<file path="config.mk">
export PLATFORM = sky130hd
export DESIGN_NAME = dma_bus_arbiter
export DESIGN_NICKNAME = d
export VERILOG_FILES = /design/src/rtl/dma_arb_pkg.sv /design/src/rtl/dma_arb_elig.sv /design/src/rtl/dma_arb_pick.sv /design/src/rtl/dma_arb_state.sv /design/src/rtl/dma_bus_arbiter.sv
export SDC_FILE = /design/constraint.sdc
export NUM_CORES = 1
export LEC_CHECK = 0
export ABC_AREA = 1
export BUFFER_PORTS_ARGS = -buffer_cell sky130_fd_sc_hd__buf_4
export CAP_MARGIN = 5
export CORE_AREA = 2 2 39 41
export CTS_CLUSTER_DIAMETER = 200
export CTS_CLUSTER_SIZE = 24
export DETAILED_ROUTE_END_ITERATION = 16
export DIE_AREA = 0 0 41 43
export PLACE_DENSITY = 0.48
export SLEW_MARGIN = 20
export SYNTH_ARGS = -nofsm -noshare
export SYNTH_HDL_FRONTEND = slang
export SYNTH_SLANG_ARGS = --single-unit
</file>
<file path="constraint.sdc">
create_clock -name clk -period 2.75 [get_ports clk]
set_input_delay 0.55 -clock clk [delete_from_list [all_inputs] [get_ports clk]]
set_output_delay 0.55 -clock clk [all_outputs]
set_load 0.01 [all_outputs]
</file>
<file path="src/rtl/dma_arb_pkg.sv">
package dma_arb_pkg;
  localparam int NCH = 2;
  localparam int OWN_W = 2;
  typedef enum logic [OWN_W-1:0] {
    OWN_CPU = 2'd0,
    OWN_CH0 = 2'd1,
    OWN_CH1 = 2'd2
  } owner_e;
endpackage

</file>
<file path="src/rtl/dma_arb_elig.sv">
// A channel may take the next slot if it requests, and if it is not
// the current owner that has either finished or just used its one
// cycle-steal slot.
module dma_arb_elig #(
  parameter int NCH = 2
) (
  input  logic [NCH-1:0] req,
  input  logic [NCH-1:0] burst,
  input  logic [NCH-1:0] done,
  input  logic [NCH-1:0] cur,
  output logic [NCH-1:0] elig
);
  for (genvar i = 0; i < NCH; i++) begin : g_ch
    assign elig[i] = req[i] & ~(cur[i] & (done[i] | ~burst[i]));
  end
endmodule

</file>
<file path="src/rtl/dma_arb_pick.sv">
module dma_arb_pick
  import dma_arb_pkg::*;
(
  input  logic [1:0] elig,
  input  logic       rr_mode,
  input  logic       rr_hi,
  input  logic       err,
  output owner_e     nxt
);
  logic ch1_first;
  assign ch1_first = rr_mode & rr_hi;

  always_comb begin
    nxt = OWN_CPU;
    if (err) begin
      nxt = OWN_CPU;
    end else if (ch1_first) begin
      if (elig[1])      nxt = OWN_CH1;
      else if (elig[0]) nxt = OWN_CH0;
    end else begin
      if (elig[0])      nxt = OWN_CH0;
      else if (elig[1]) nxt = OWN_CH1;
    end
  end
endmodule

</file>
<file path="src/rtl/dma_arb_state.sv">
module dma_arb_state
  import dma_arb_pkg::*;
(
  input  logic   clk,
  input  logic   rst_n,
  input  logic   slot_end,
  input  owner_e nxt,
  output owner_e owner_q,
  output logic   rr_hi_q
);
  owner_e owner_d;
  logic   rr_hi_d;

  always_comb begin
    owner_d = owner_q;
    rr_hi_d = rr_hi_q;
    if (slot_end) begin
      owner_d = nxt;
      case (nxt)
        OWN_CH0: rr_hi_d = 1'b1;
        OWN_CH1: rr_hi_d = 1'b0;
        default: rr_hi_d = rr_hi_q;
      endcase
    end
  end

  always_ff @(posedge clk or negedge rst_n) begin
    if (!rst_n) begin
      owner_q <= OWN_CPU;
      rr_hi_q <= 1'b0;
    end else begin
      owner_q <= owner_d;
      rr_hi_q <= rr_hi_d;
    end
  end
endmodule

</file>
<file path="src/rtl/dma_bus_arbiter.sv">
module dma_bus_arbiter
  import dma_arb_pkg::*;
(
  input  logic       clk,
  input  logic       rst_n,
  input  logic       slot_end,
  input  logic       rr_mode,
  input  logic [1:0] ch_req,
  input  logic [1:0] ch_burst,
  input  logic [1:0] ch_done,
  output logic       gnt_cpu,
  output logic       gnt_ch0,
  output logic       gnt_ch1,
  output logic       mix_err
);
  owner_e         owner_q;
  owner_e         nxt;
  logic           rr_hi_q;
  logic [NCH-1:0] cur;
  logic [NCH-1:0] elig;

  assign cur     = {owner_q == OWN_CH1, owner_q == OWN_CH0};
  assign mix_err = rr_mode & (ch_burst[0] ^ ch_burst[1]);

  dma_arb_elig #(.NCH(NCH)) elig_i (
    .req   (ch_req),
    .burst (ch_burst),
    .done  (ch_done),
    .cur   (cur),
    .elig  (elig)
  );

  dma_arb_pick pick_i (
    .elig    (elig),
    .rr_mode (rr_mode),
    .rr_hi   (rr_hi_q),
    .err     (mix_err),
    .nxt     (nxt)
  );

  dma_arb_state state_i (
    .clk      (clk),
    .rst_n    (rst_n),
    .slot_end (slot_end),
    .nxt      (nxt),
    .owner_q  (owner_q),
    .rr_hi_q  (rr_hi_q)
  );

  assign gnt_cpu = (owner_q == OWN_CPU);
  assign gnt_ch0 = (owner_q == OWN_CH0);
  assign gnt_ch1 = (owner_q == OWN_CH1);
endmodule

</file>
==> results.py, run 1 <==
metrics = {
    "yosys": {
        "yosys_warnings": 0,
        "syn_area_um2": 245,
        "ys_seq_area_frac": 0.306,
        "ys_types": 13,
        "synth_nets": 49,
        "syn_inst": 38,
        "ys_seq_elements": 3,
        "avgSynthCellArea_um2": 6.45,
    },
    "sta": {
        "period_share": 0.584,
        "min_period_ns": 1.61,
        "slew_viol_final": 0,
        "relSlewSlack": 0.869,
        "finalSetupViolations": 0,
        "skew_ns": 0.00135,
        "hold_viol": 0,
        "worst_slew_pin_slew_ns": 0.196,
        "tns_ns": 0,
        "hold_ws_ns": 0.0991,
        "rsz0062_at_grt": "no",
        "fmax_mhz": 623,
    },
    "placed_design": {
        "gp_congestion": 0.675,
        "port-buffer-count": 13,
        "dp_hpwl_um": 472,
    },
    "clocking": {
        "cts_hold_buf": 0,
        "ctsResizeCount": 0,
        "numCtsBuffers": 3,
        "insertion_delay_ns": 0.23,
        "clk_pin_slew_ns": 0.04,
        "cts_tree": "yes",
        "cts.sinks": 3,
        "clockRootBuffer": "clkbuf_4",
        "htreeDepth": 1,
        "cts_setup_buffers": 0,
        "cts_buffer_depth": 2,
    },
    "worst_setup_path": {
        "crit_path_end_kind": "output pin",
        "worst-setup-path-type": "input port to output pin",
        "max_stage_delay_ns": 0.18,
        "rr_startpoint": "state_i.owner_q[0]$_DFFE_PN0P_",
        "startpoint_type": "input port",
        "timing.rr.end": "state_i.rr_hi_q$_DFFE_PN0P_",
        "slowest_stage": "nor2_1",
        "r2r_slack_ns": 1.24,
        "crit_arrival_ns": 1.06,
        "r2r_cells": 10,
        "critPathMaxFanout": 3,
        "crit_chain": "buf_4 -> nor2_1 -> nor2_4 -> buf_4",
        "cp.required_ns": 2.20,
        "path_delay_family": "buffers and inverters",
        "critPathBufInv": 2,
        "cp_common_cell": "buf_4",
    },
    "die": {
        "die_w_um": 41,
        "initial_core_util": 0.177,
        "die_area_um2": 1760,
        "die_h_um": 43,
        "coreArea_um2": 1380,
        "fp-row-count": 14,
        "design.portCount": 14,
    },
    "cells_and_area": {
        "n_fill_cell": 150,
        "drive_gt1_frac": 0.400,
        "syn_to_final_growth_pct": 58.7,
        "insertedDiodeCount": 0,
        "regArea_um2": 75.1,
        "fin_nets": 67,
        "multiInputGateArea_um2": 151,
    },
    "flow_run": {
        "cap_viol_max_count": 0,
    },
    "routing": {
        "first_pass_iters": 2,
        "routed_wl_um": 569,
        "wl_per_cell_um": 8.01,
        "post-route-drc-count": 0,
        "vias": 261,
        "vias_per_cell": 3.68,
        "ant_nets": 0,
        "drtIter0Drc": 5,
    },
    "grt": {
        "grt-ovfl-total": 0,
        "grt_pass1_wl_um": 890,
        "grt_start_max_net_pins": 5,
        "antenna_found_initial": 0,
        "grt_usage": 0.0786,
        "grt_pass1_vias": 244,
    },
    "pwr": {
        "power.density_nw_per_um2": 521,
        "peakVddDrop_uv": 216,
        "p_leak_nw": 0.215,
    },
    "worst_hold_path": {
        "hold_path_class": "input port to async pin",
    },
    "status": {
        "status": "finished clean",
    },
}
-- how the worst max path moves through the flow --
stage                              startpoint                     endpoint  slack [ns]  cells past startpoint
2_1_floorplan                     ch_burst[1]  state_i.rr_hi_q$_DFFE_PN0P_        1.16                      8
3_3_place_gp                      ch_burst[1]  state_i.rr_hi_q$_DFFE_PN0P_        0.98                      9
3_5_place_dp                      ch_burst[1]  state_i.rr_hi_q$_DFFE_PN0P_        0.94                      9
4_1_cts                           ch_burst[1]                      mix_err        1.13                      4
5_1_grt        state_i.owner_q[0]$_DFFE_PN0P_  state_i.rr_hi_q$_DFFE_PN0P_        1.00                     10
6_report                          ch_burst[1]                      mix_err        1.14                      4
-- power breakdown --
group / total [W] / switching [W] / internal (W)
Clock: 0.0000761 / 0.0000218 / 0.0000543
Combinational: 0.0000670 / 0.0000330 / 0.0000340
Sequential: 0.0000598 / 0.00000717 / 0.0000526
Total: 0.000203 / 0.0000620 / 0.000141
-- cells by family (layout without fill, tap and decap cells) --
family,Yosys count,in the layout,synth area share
compound gates,1,1,0.0204
fa+ha+maj,1,1,0.0510
buf+inv,5,22,0.0765
flops,3,3,0.306
simple gates,28,28,0.546
-- routing by layer --
metal / track usage / vias up / part of all wire
met5: 0 / - / 0
met4: 0.0800 / 0 / 0
met3: 0.00524 / 0 / 0.14
met2: 0.109 / 12 / 0.42
met1: 0.0977 / 101 / 0.44
li1: - / 148 / -
-- layout make-up --
| type | instances | share of cell area |
|---|---|---|
| clock buffer | 4 | 0.0675 |
| timing repair buffer | 13 | 0.251 |
| multi-input combinational | 30 | 0.389 |
| inverter | 5 | 0.0482 |
| sequential | 3 | 0.193 |
| tap | 16 | 0.0514 |
-- layout by cell type, fill, tap and decap left out --
cell,netlist,final
nand3b_2,1,1
ha_1,1,1
nand2_2,1,1
inv_1,4,4
clkbuf_4,0,3
buf_4,0,13
nor2_2,2,2
nand2_1,13,13
nor2_4,1,1
nor2_1,6,6
a21oi_1,1,1
clkbuf_1,0,1
inv_2,1,1
dfrtp_1,3,3
nand3_1,3,3
and2_1,1,1
-- cell usage after synthesis, drive strengths merged --
library cell,n,area [µm²]
a21oi,1,5.00
and2,1,6.26
dfrtp,3,75.1
ha,1,12.5
inv,5,18.8
nand2,14,55.1
nand3,3,15.0
nand3b,1,11.3
nor2,9,46.3
-- per-stage QoR --
stage,cell area [µm²],utilization,cells,setup WS (ns),power [W]
3_3_place_gp,363,0.262,67,0.975,0.000128
4_1_cts,389,0.281,71,1.13,0.000210
6_report,389,0.281,71,1.14,0.000203
3_5_place_dp,363,0.262,67,0.937,0.000128
2_1_floorplan,245,-,38,1.16,0.0000973
5_1_grt,389,0.281,71,1.00,0.000222
-- sequential cells by signal (all words and copies together), names as in the netlist --
name,cells
state_i.owner_q,2
state_i.rr_hi_q,1
(Power assumes the default switching activity.)
==> run 2: changes to the inputs <==
- ABC_AREA: 1 -> 0
- PLACE_DENSITY: 0.48 -> 0.5
- clock period: 2.75 -> 1.4 ns (I/O delays scaled with it)
==> run 2 against run 1 <==
The flow now finishes with violations (setup timing). Global-route usage is 1.9 points higher. Die area stayed put. Synthesized area is 0.51% higher. Hold slack better by 0.22 ns. Clock power is 100% higher. Sequential power is 130% higher. Setup slack worse by 1.3 ns. Power grew to 2.8 times the previous value. Sequential share of layout area is 4.5 points lower. Clock skew is 0.0060 ns higher. First-iteration DRC count is 60% lower. Count of clock-buffer cells in the layout stayed put. Critical path type is now flop to flop. Largest cell class unchanged.
==> results.py, run 2 <==
metrics = {
    "sta": {
        "fmax_mhz": 648,
        "setup_slack_ns": -0.144,
        "period_share": 1.10,
        "worst_slew_pin_slew_ns": 0.226,
        "hold_viol": 0,
        "slew_viol_final": 0,
        "skew_ns": 0.00732,
        "min_period_ns": 1.54,
        "finalSetupViolations": 1,
        "relSlewSlack": 0.849,
        "rsz0062_at_grt": "yes",
    },
    "worst_setup_path": {
        "slowest_stage": "dfrtp_1",
        "crit_chain": "nor2b_4 -> a221oi_2 -> nor3_1 -> ha_1 -> nand2b_4 -> nand2_2 -> o21ai_2",
        "max_stage_delay_ns": 0.39,
        "crit_path_end_kind": "flop",
        "startpoint_type": "flop",
        "crit_arrival_ns": 1.67,
        "cp.required_ns": 1.53,
        "critPathMaxFanout": 4,
        "worst-setup-path-type": "flop to flop",
    },
    "yosys": {
        "synth_nets": 38,
        "async_flop_share": 1.00,
        "ys_seq_area_frac": 0.305,
        "ys_top_cells_by_count": "3 x dfrtp_1, 3 x inv_1, 3 x nand2b_1",
        "ys_types": 17,
        "ys_seq_elements": 3,
        "dominantRegCellSynth": "dfrtp_1",
        "synth-simple-area-share": 0.279,
        "synthDominantCellAreaShare": 0.305,
        "avgSynthCellArea_um2": 9.13,
        "synth_edf_count": 0,
        "syn_inst": 27,
        "syn_area_um2": 246,
        "synth_area_leaders": "dfrtp_1 30%, nand2b_1 7.6%, nor2b_2 7.1%",
        "synth.largest_area_cell": "dfrtp_1",
        "synthMuxAreaShare": 0,
        "synth-compound-area-share": 0.284,
        "synth_top_family_by_area": "compound AO/OA/AOI/OAI gates",
        "synth_xor_area_frac": 0.0355,
        "yosys_warnings": 0,
        "synthAdderAreaFrac": 0.0508,
    },
    "cells_and_area": {
        "syn_to_final_growth_pct": 110,
        "largestRegisters": "state_i.owner_q (2), state_i.rr_hi_q (1)",
        "regMostFlops": "state_i.owner_q",
        "finalInstanceArea_um2": 517,
        "drive_gt1_frac": 0.660,
        "largest_reg_flops": 2,
        "final_common_cell": "buf_4",
        "insertedDiodeCount": 0,
        "layout_common_cells": "21 x buf_4, 3 x inv_1, 3 x clkbuf_4",
        "fin_nets": 65,
        "n_fill_cell": 151,
    },
    "grt": {
        "grt_pass1_vias": 292,
        "grt_start_max_net_pins": 5,
        "grt_pass1_wl_um": 1100,
        "antenna_found_initial": 0,
        "grt-ovfl-total": 0,
        "grt_usage": 0.0977,
    },
    "clocking": {
        "cts_buffer_depth": 2,
        "htreeDepth": 1,
        "cts_tree": "yes",
        "numCtsBuffers": 3,
        "clk_pin_slew_ns": 0.04,
        "cts.sinks": 3,
        "insertion_delay_ns": 0.24,
        "clockRootBuffer": "clkbuf_4",
    },
    "die": {
        "coreArea_um2": 1380,
        "fp-row-count": 14,
        "initial_core_util": 0.178,
        "die_w_um": 41,
        "die_area_um2": 1760,
        "die_h_um": 43,
        "design.portCount": 14,
    },
    "routing": {
        "post-route-drc-count": 0,
        "wl_per_cell_um": 10.5,
        "ant_nets": 0,
        "vias": 297,
        "drtIter0Drc": 2,
        "vias_per_cell": 4.30,
        "first_pass_iters": 4,
        "routed_wl_um": 725,
    },
    "placed_design": {
        "port-buffer-count": 13,
        "gp_congestion": 0.614,
        "dpl_cell_area_um2": 420,
        "pre_cts_ws_ns": -0.209,
    },
    "pwr": {
        "peakVddDrop_uv": 337,
        "p_leak_nw": 0.255,
        "design_power_total_w": 0.000568,
        "power.density_nw_per_um2": 1100,
    },
    "status": {
        "status": "finished, violations left",
        "violations": "setup timing",
    },
    "worst_hold_path": {
        "hold_path_class": "input port to flop",
    },
    "flow_run": {
        "cap_viol_max_count": 0,
    },
}
==> run 2: repair_timing <==
item                                    CTS  global route
cloned                                    0             0
endpoints found under the setup margin    1             2
pin swaps                                 4             4
endpoints found under the hold margin     3             0
buffers inserted                          2             0
hold buffers                              1             0
resized for setup                         3             5
==> run 2: metrics by stage <==
step                      hold slack, ns   util  std cells  TNS, ns
after floorplan                  -0.0156      -         27   -0.112
after global placement            0.0729  0.304         62   -0.192
after detailed placement          0.0714  0.304         62   -0.209
after CTS                          0.312  0.352         69   -0.152
after global routing               0.321  0.373         69   -0.240
final                              0.319  0.373         69   -0.144
==> run 2: kinds of logic after synthesis <==
group           count (synthesis)
fa+ha+maj                       1
xor+xnor                        1
compound gates                  8
simple gates                   11
flops                           3
buf+inv                         3
==> run 2: metal layers <==
metal	wire [µm]	track usage	vias to the layer above
li1	-	-	148
met1	273	0.114	136
met2	376	0.147	11
met3	56	0.0157	2
met4	18	0.0800	0
met5	0	0	-
==> run 2: critical path, delay by kind of cell (launching register included) <==
kind | cells | cell delay [ns]
AO/OA/AOI/OAI | 2 | 0.31
adder cells (fa/ha/maj) | 1 | 0.28
flip-flops | 1 | 0.39
AND/OR/NAND/NOR | 4 | 0.45
==> run 2: worst paths after layout <==
kind / startpoint / end / slack, ns / cells past startpoint
worst max-delay path: state_i.owner_q[0]$_DFFE_PN0P_ / state_i.rr_hi_q$_DFFE_PN0P_ / -0.14 / 7
worst min-delay path: slot_end / state_i.rr_hi_q$_DFFE_PN0P_ / 0.32 / 3
worst max register to register: state_i.owner_q[0]$_DFFE_PN0P_ / state_i.rr_hi_q$_DFFE_PN0P_ / -0.14 / 7
worst min register to register: state_i.owner_q[1]$_DFFE_PN0P_ / state_i.owner_q[1]$_DFFE_PN0P_ / 0.62 / 2
max in group asynchronous: rst_n / state_i.owner_q[1]$_DFFE_PN0P_ / 0.92 / 2
min in group asynchronous: rst_n / state_i.owner_q[0]$_DFFE_PN0P_ / 0.37 / 2
==> run 2: where the power goes <==
part	internal (W)	total [W]	leakage, nW	switching (W)
clock network	0.000107	0.000155	0.0150	0.0000476
registers	0.000111	0.000135	0.0363	0.0000240
logic	0.000163	0.000278	0.204	0.000115
==> run 2: layout make-up <==
type	count	area [µm²]	area share
Multi-Input combinational cell	21	215	0.416
Clock buffer	4	26.3	0.0508
Tap cell	16	20.0	0.0387
Timing Repair Buffer	22	168	0.324
Sequential cell	3	76.3	0.148
Inverter	3	11.3	0.0218
